<file path="src/rtl/pcnt_pkg.sv">
package pcnt_pkg;

  typedef enum logic [1:0] {
    M_HOLD  = 2'd0,
    M_STEP  = 2'd1,
    M_LOAD  = 2'd2,
    M_CLEAR = 2'd3
  } pcnt_mode_e;

  // Precedence: clear, load, step, hold.
  function automatic pcnt_mode_e pick_mode(input logic clr_req,
                                           input logic load_n,
                                           input logic en_p,
                                           input logic en_t);
    if (clr_req)         return M_CLEAR;
    if (!load_n)         return M_LOAD;
    if (en_p && en_t)    return M_STEP;
    return M_HOLD;
  endfunction

endpackage

</file>
<file path="src/rtl/pcnt_mode_dec.sv">
module pcnt_mode_dec
  import pcnt_pkg::*;
(
  input  logic clr_req,
  input  logic load_n,
  input  logic en_p,
  input  logic en_t,
  output logic clear_ev,
  output logic load_ev,
  output logic step_ev
);

  pcnt_mode_e mode;

  always_comb begin
    mode     = pick_mode(clr_req, load_n, en_p, en_t);
    clear_ev = (mode == M_CLEAR);
    load_ev  = (mode == M_LOAD);
    step_ev  = (mode == M_STEP);
  end

endmodule

</file>
<file path="src/rtl/pcnt_state_reg.sv">
module pcnt_state_reg #(
  parameter int WIDTH     = 4,
  parameter bit ASYNC_CLR = 1'b1
) (
  input  logic             clk,
  input  logic             rst_n,
  input  logic             clear_ev,
  input  logic             load_ev,
  input  logic             step_ev,
  input  logic [WIDTH-1:0] preset,
  output logic [WIDTH-1:0] q
);

  localparam logic [WIDTH-1:0] ZERO = '0;

  function automatic logic [WIDTH-1:0] bump(input logic [WIDTH-1:0] v);
    return v + WIDTH'(1);
  endfunction

  logic [WIDTH-1:0] q_next;

  always_comb begin
    q_next = q;
    if (clear_ev)     q_next = ZERO;
    else if (load_ev) q_next = preset;
    else if (step_ev) q_next = bump(q);
  end

  generate
    if (ASYNC_CLR) begin : g_async
      always_ff @(posedge clk or negedge rst_n) begin
        if (!rst_n) q <= ZERO;
        else        q <= q_next;
      end
    end else begin : g_sync
      logic unused_rst;
      assign unused_rst = rst_n;
      always_ff @(posedge clk) begin
        q <= q_next;
      end
    end
  endgenerate

endmodule

</file>
<file path="src/rtl/pcnt_term_det.sv">
module pcnt_term_det #(
  parameter int WIDTH = 4
) (
  input  logic [WIDTH-1:0] q,
  input  logic             en_t,
  output logic             at_max,
  output logic             term
);

  always_comb begin
    at_max = &q;
    term   = at_max & en_t;
  end

endmodule

</file>
<file path="src/rtl/preset_counter.sv">
module preset_counter #(
  parameter int WIDTH     = 4,
  parameter bit ASYNC_CLR = 1'b1
) (
  input  logic             clk,
  input  logic             rst_n,
  input  logic             load_n,
  input  logic [WIDTH-1:0] preset,
  input  logic             cnt_en_p,
  input  logic             cnt_en_t,
  output logic [WIDTH-1:0] count,
  output logic             term_cnt
);

  logic clr_req;
  logic clear_ev;
  logic load_ev;
  logic step_ev;
  logic at_max;

  assign clr_req = ~rst_n;

  pcnt_mode_dec u_dec (
    .clr_req (clr_req),
    .load_n  (load_n),
    .en_p    (cnt_en_p),
    .en_t    (cnt_en_t),
    .clear_ev(clear_ev),
    .load_ev (load_ev),
    .step_ev (step_ev)
  );

  pcnt_state_reg #(.WIDTH(WIDTH), .ASYNC_CLR(ASYNC_CLR)) u_reg (
    .clk     (clk),
    .rst_n   (rst_n),
    .clear_ev(clear_ev),
    .load_ev (load_ev),
    .step_ev (step_ev),
    .preset  (preset),
    .q       (count)
  );

  pcnt_term_det #(.WIDTH(WIDTH)) u_term (
    .q     (count),
    .en_t  (cnt_en_t),
    .at_max(at_max),
    .term  (term_cnt)
  );

endmodule

</file>
<file path="config.mk">
export PLATFORM = sky130hd
export DESIGN_NAME = preset_counter
export DESIGN_NICKNAME = d
export VERILOG_FILES = /design/src/rtl/pcnt_pkg.sv /design/src/rtl/pcnt_mode_dec.sv /design/src/rtl/pcnt_state_reg.sv /design/src/rtl/pcnt_term_det.sv /design/src/rtl/preset_counter.sv
export SDC_FILE = /design/constraint.sdc
export NUM_CORES = 1
export LEC_CHECK = 0
export BUFFER_PORTS_ARGS = -buffer_cell sky130_fd_sc_hd__buf_4
export CAP_MARGIN = 20
export CORE_AREA = 2 2 39 41
export CTS_BUF_LIST = sky130_fd_sc_hd__clkbuf_16
export CTS_CLUSTER_DIAMETER = 100
export CTS_CLUSTER_SIZE = 8
export DETAILED_ROUTE_END_ITERATION = 7
export DIE_AREA = 0 0 41 43
export PLACE_DENSITY_LB_ADDON = 0.15
export SKIP_CTS_REPAIR_TIMING = 1
export SYNTH_ARGS = -nofsm -noshare
export SYNTH_HDL_FRONTEND = slang
export SYNTH_SLANG_ARGS = --single-unit
</file>
<file path="constraint.sdc">
create_clock -name clk -period 1.3 [get_ports clk]
set_input_delay 0.13 -clock clk [delete_from_list [all_inputs] [get_ports clk]]
set_output_delay 0.13 -clock clk [all_outputs]
set_load 0.05 [all_outputs]
</file>
* After elaboration in Yosys (flattened, before gate mapping)
Index checks and enable logic that the tools add are counted.
Word-level totals: input bits 9, word-level logic and storage cells 23, output and inout bits 5, bits in registers 4
Cells by class: add/subtract/negate cells 1, eq/ne operators 3, mux-type cells 14, reduce and logical (&&, ||, !) cells 3, bitwise operators 1
Operators by type and width (count):
- $mux W2 | 6
- $mux W4 | 3
- $mux W1 | 5
- $add A4 B1 Y4 const B | 1
- $eq A2 B2 Y1 const B | 2
- $reduce_and A4 Y1 | 1
- $reduce_bool A3 Y1 | 1
- $eq A2 B1 Y1 const B | 1
- $and A1 B1 Y1 | 1
- $logic_and A1 B1 Y1 | 1

* Depth between registers and ports, before layout
depth after elaboration 11, gate-level depth with buffers 4, gate-level depth less buffers 4

* Cells and area by module
From an unflattened synthesis, not the netlist that was laid out.
Unflattened totals: cells, all modules 28, area total of the unflattened synthesis 264.0 um^2
By module, submodules not included:
- pcnt_state_reg | area each 225.2 um^2, sequential area each 100.1 um^2, cells an instance 22, instances 1
- pcnt_mode_dec | area each 17.5 um^2, sequential area each 0.0 um^2, cells an instance 3, instances 1
- pcnt_term_det | area each 17.5 um^2, sequential area each 0.0 um^2, cells an instance 2, instances 1
- preset_counter | area each 3.8 um^2, sequential area each 0.0 um^2, cells an instance 1, instances 1

* Worst setup path after synthesis
Ideal clock, no wire load.
path kind register to output, from register u_reg.q[0], to output port term_cnt, setup slack -0.127 ns, cell stages (with the launch flop) 3, arrival 1.297 ns, buffers on the path 0, required time 1.170 ns, path through dfrtp_1 > ha_1 > and4_2
Between the ends: cells in the longest elaborated chain, start to end 2
RTL lines:
- start: declaration | RTL line pcnt_state_reg.sv:11 | output logic [WIDTH-1:0] q
- start signal: assignment | RTL line pcnt_state_reg.sv:33 | else q <= q_next;
- $reduce_and A4 Y1 | RTL line pcnt_term_det.sv:11 | at_max = &q;
- $and A1 B1 Y1 | RTL line pcnt_term_det.sv:12 | term = at_max & en_t;
- end: declaration | RTL line preset_counter.sv:12 | output logic term_cnt
No other way between the ends.

* Final worst setup path
from register u_reg.q[1], to output port term_cnt
The elaborated chain is that of the path after synthesis.

==> metrics.yaml <==
outcome:
  outcome: "complete, no violations"
finish:
  fin_nets: 55
  diodes: 0
  largestRegisters: "u_reg.q: 4 flops"
  fin_area_sq_um: 471.7
  post-route-util_pct: 34.09
  drive_above_1_share_pct: 54.55
  largest_register: "u_reg.q"
  largest_reg_flops: 4
  n_fill_cell: 153
  mostFrequentLayoutCell: "buf_4"
  layout_common_cells: "buf_4 (14), nand3_1 (3), o21ai_0 (3), clkbuf_16 (3), dfrtp_2 (3)"
  area_growth_pct: 109.4
timing:
  max_freq_mhz: 780.5
  setup_viol: 0
  worstMarginPinSlew_ns: 0.2007
  final.min_clock_period_ns: 1.281
  post-route-period-util_pct: 98.56
  slew_headroom_pct: 86.53
  hold_viol: 0
  hold_slack_ns: 0.1302
  finalMaxSlewViolations: 0
  finalClockSkew_ns: 0.003684
worst_setup_path:
  critPathLaunchType: "register"
  arrival_ns: 1.15
  path_buf_inv: 1
  r2r_start: "u_reg.q[1]$_DFFE_PN0P_"
  slowest_delay_ns: 0.43
  r2r_cells: 5
  cpLargestDelayFamily: "flip-flops"
  path_max_fanout: 4
  crit_chain: "ha_4 -> and4_4 -> buf_8"
  r2r_end: "u_reg.q[2]$_DFFE_PN0P_"
  path_class: "register to output port"
  reg2reg_setup_slack_ns: 0.13
  critPathRequiredTime_ns: 1.17
  end_kind: "output port"
  crit_path_top_delay_cell: "dfrtp_2"
floorplan:
  dieArea_sq_mm: 0.001763
  start_util_pct: 16.27
  core_sq_mm: 0.001384
  die_h_microns: 43
  io_pins: 14
  die_w_microns: 41
  num_rows: 14
routing:
  ant_nets: 0
  firstDrtPassIters: 1
  drt_iter0_drc: 0
  vias: 262
  avgRoutedWirePerCell_microns: 10.98
  viasPerCell: 4.367
  drc: 0
  wirelength_microns: 659
synthesis:
  synth_warnings: 0
  synth_seq_cells: 4
  netlist_instances: 24
  ys_types: 15
  seq_area_frac_synth_pct: 44.44
  avgSynthCellArea_sq_um: 9.384
  synth_nets: 34
  syn_area_sq_um: 225.2
clocking:
  cts.clk_slew.worst_paths_ns: 0.03
  numCtsBuffers: 3
  cts_tree: "built"
  clockBufferDepth: 2
  cts_root_buf: "clkbuf_16"
  h-tree-depth: 1
  clock_latency_ns: 0.22
  clock-sinks: 4
power_and_ir_drop:
  ir_worst_vdd_v: 0.0007628
  leakage_nw: 0.2142
  powerDensity_mw_per_mm2: 1573
min_path:
  holdPathStages: 2
  hp-start: "load_n"
  min_path_type: "input pin to register"
  worstHoldEndpoint: "u_reg.q[2]$_DFFE_PN0P_"
placement:
  placed_area_sq_um: 346.6
  io_buffer_count: 13
  gp_congestion: 0.7097
grt:
  grt_util_met3_pct: 7.330
  grt_usage_pct: 9.256
  grt.met1_usage_pct: 8.414
  grt_start_max_net_pins: 9
  grt.busiest_layer: "met2"
  use_met2_pct: 12.50
  gr-total-overflow: 0
  first_global_vias: 247
  grt_pass1_wl_microns: 979
  antenna_found_initial: 0
run:
  maxCapViolations: 0
[worst max-delay path by stage]
stage,slack (ns),startpoint,endpoint,depth (start not counted)
floorplan,0.04,u_reg.q[0]$_DFFE_PN0P_,term_cnt,2
global placement,0.15,u_reg.q[0]$_DFFE_PN0P_,term_cnt,3
detailed placement,0.15,u_reg.q[0]$_DFFE_PN0P_,term_cnt,3
CTS,-0.09,u_reg.q[0]$_DFFE_PN0P_,term_cnt,3
global route,-0.002,u_reg.q[1]$_DFFE_PN0P_,term_cnt,3
finish,0.02,u_reg.q[1]$_DFFE_PN0P_,term_cnt,3
[area by class of cell]
class                   instances  area [sq um]  share of cell area (%)
repair buffers                 16         130.1                   27.59
inverters                       1         3.754                  0.7958
clock inverters                 1         3.754                  0.7958
flip-flops and latches          4         103.9                   22.02
well taps                      16         20.02                   4.244
clock buffers                   3         75.07                   15.92
multi-input cells              19         135.1                   28.65
[stage by stage]
step           total power [mW]  setup slack, ns  instances  setup TNS (ns)
4_1_cts                  0.7386         -0.09326         57        -0.09326
3_5_place_dp             0.2471           0.1469         53               0
5_1_grt                  0.7770        -0.002362         60       -0.002362
6_report                 0.7422          0.01876         60               0
3_3_place_gp             0.2461           0.1500         53               0
2_1_floorplan            0.1988          0.03665         24               0
[Yosys cell counts]
| master | instances | area share (%) |
|---|---|---|
| nand3_1 | 3 | 6.7 |
| o21ai_0 | 3 | 6.7 |
| and4_2 | 1 | 4.4 |
| dfrtp_1 | 4 | 44 |
| a311oi_1 | 1 | 3.9 |
| a31oi_1 | 1 | 2.8 |
| or3_1 | 1 | 2.8 |
| ha_1 | 1 | 5.6 |
| xor2_1 | 2 | 7.8 |
| nand2_2 | 1 | 2.8 |
| nor2_1 | 2 | 3.3 |
| inv_1 | 1 | 1.7 |
| a211oi_1 | 1 | 3.3 |
| a21oi_1 | 1 | 2.2 |
| nand2_1 | 1 | 1.7 |
[cells by family after synthesis]
logic type / synth area share, %
simple gates: 21.67
flops: 44.45
buf+inv: 1.665
xor+xnor: 7.779
fa+ha+maj: 5.555
compound gates: 18.89
[per-layer routing]
| metal | up-vias | wire length [microns] |
|---|---|---|
| met5 | - | 0 |
| met4 | 0 | 4 |
| met3 | 2 | 93 |
| met2 | 12 | 341 |
| met1 | 118 | 220 |
| li1 | 130 | - |
[where the power goes]
group | internal, mW | total, mW | switching (mW) | leakage (nW)
logic | 0.0474 | 0.110 | 0.0626 | 0.124
clock network | 0.397 | 0.485 | 0.0877 | 0.0423
registers | 0.136 | 0.147 | 0.0116 | 0.0477
Note: power is estimated with default switching activity, not from simulation.
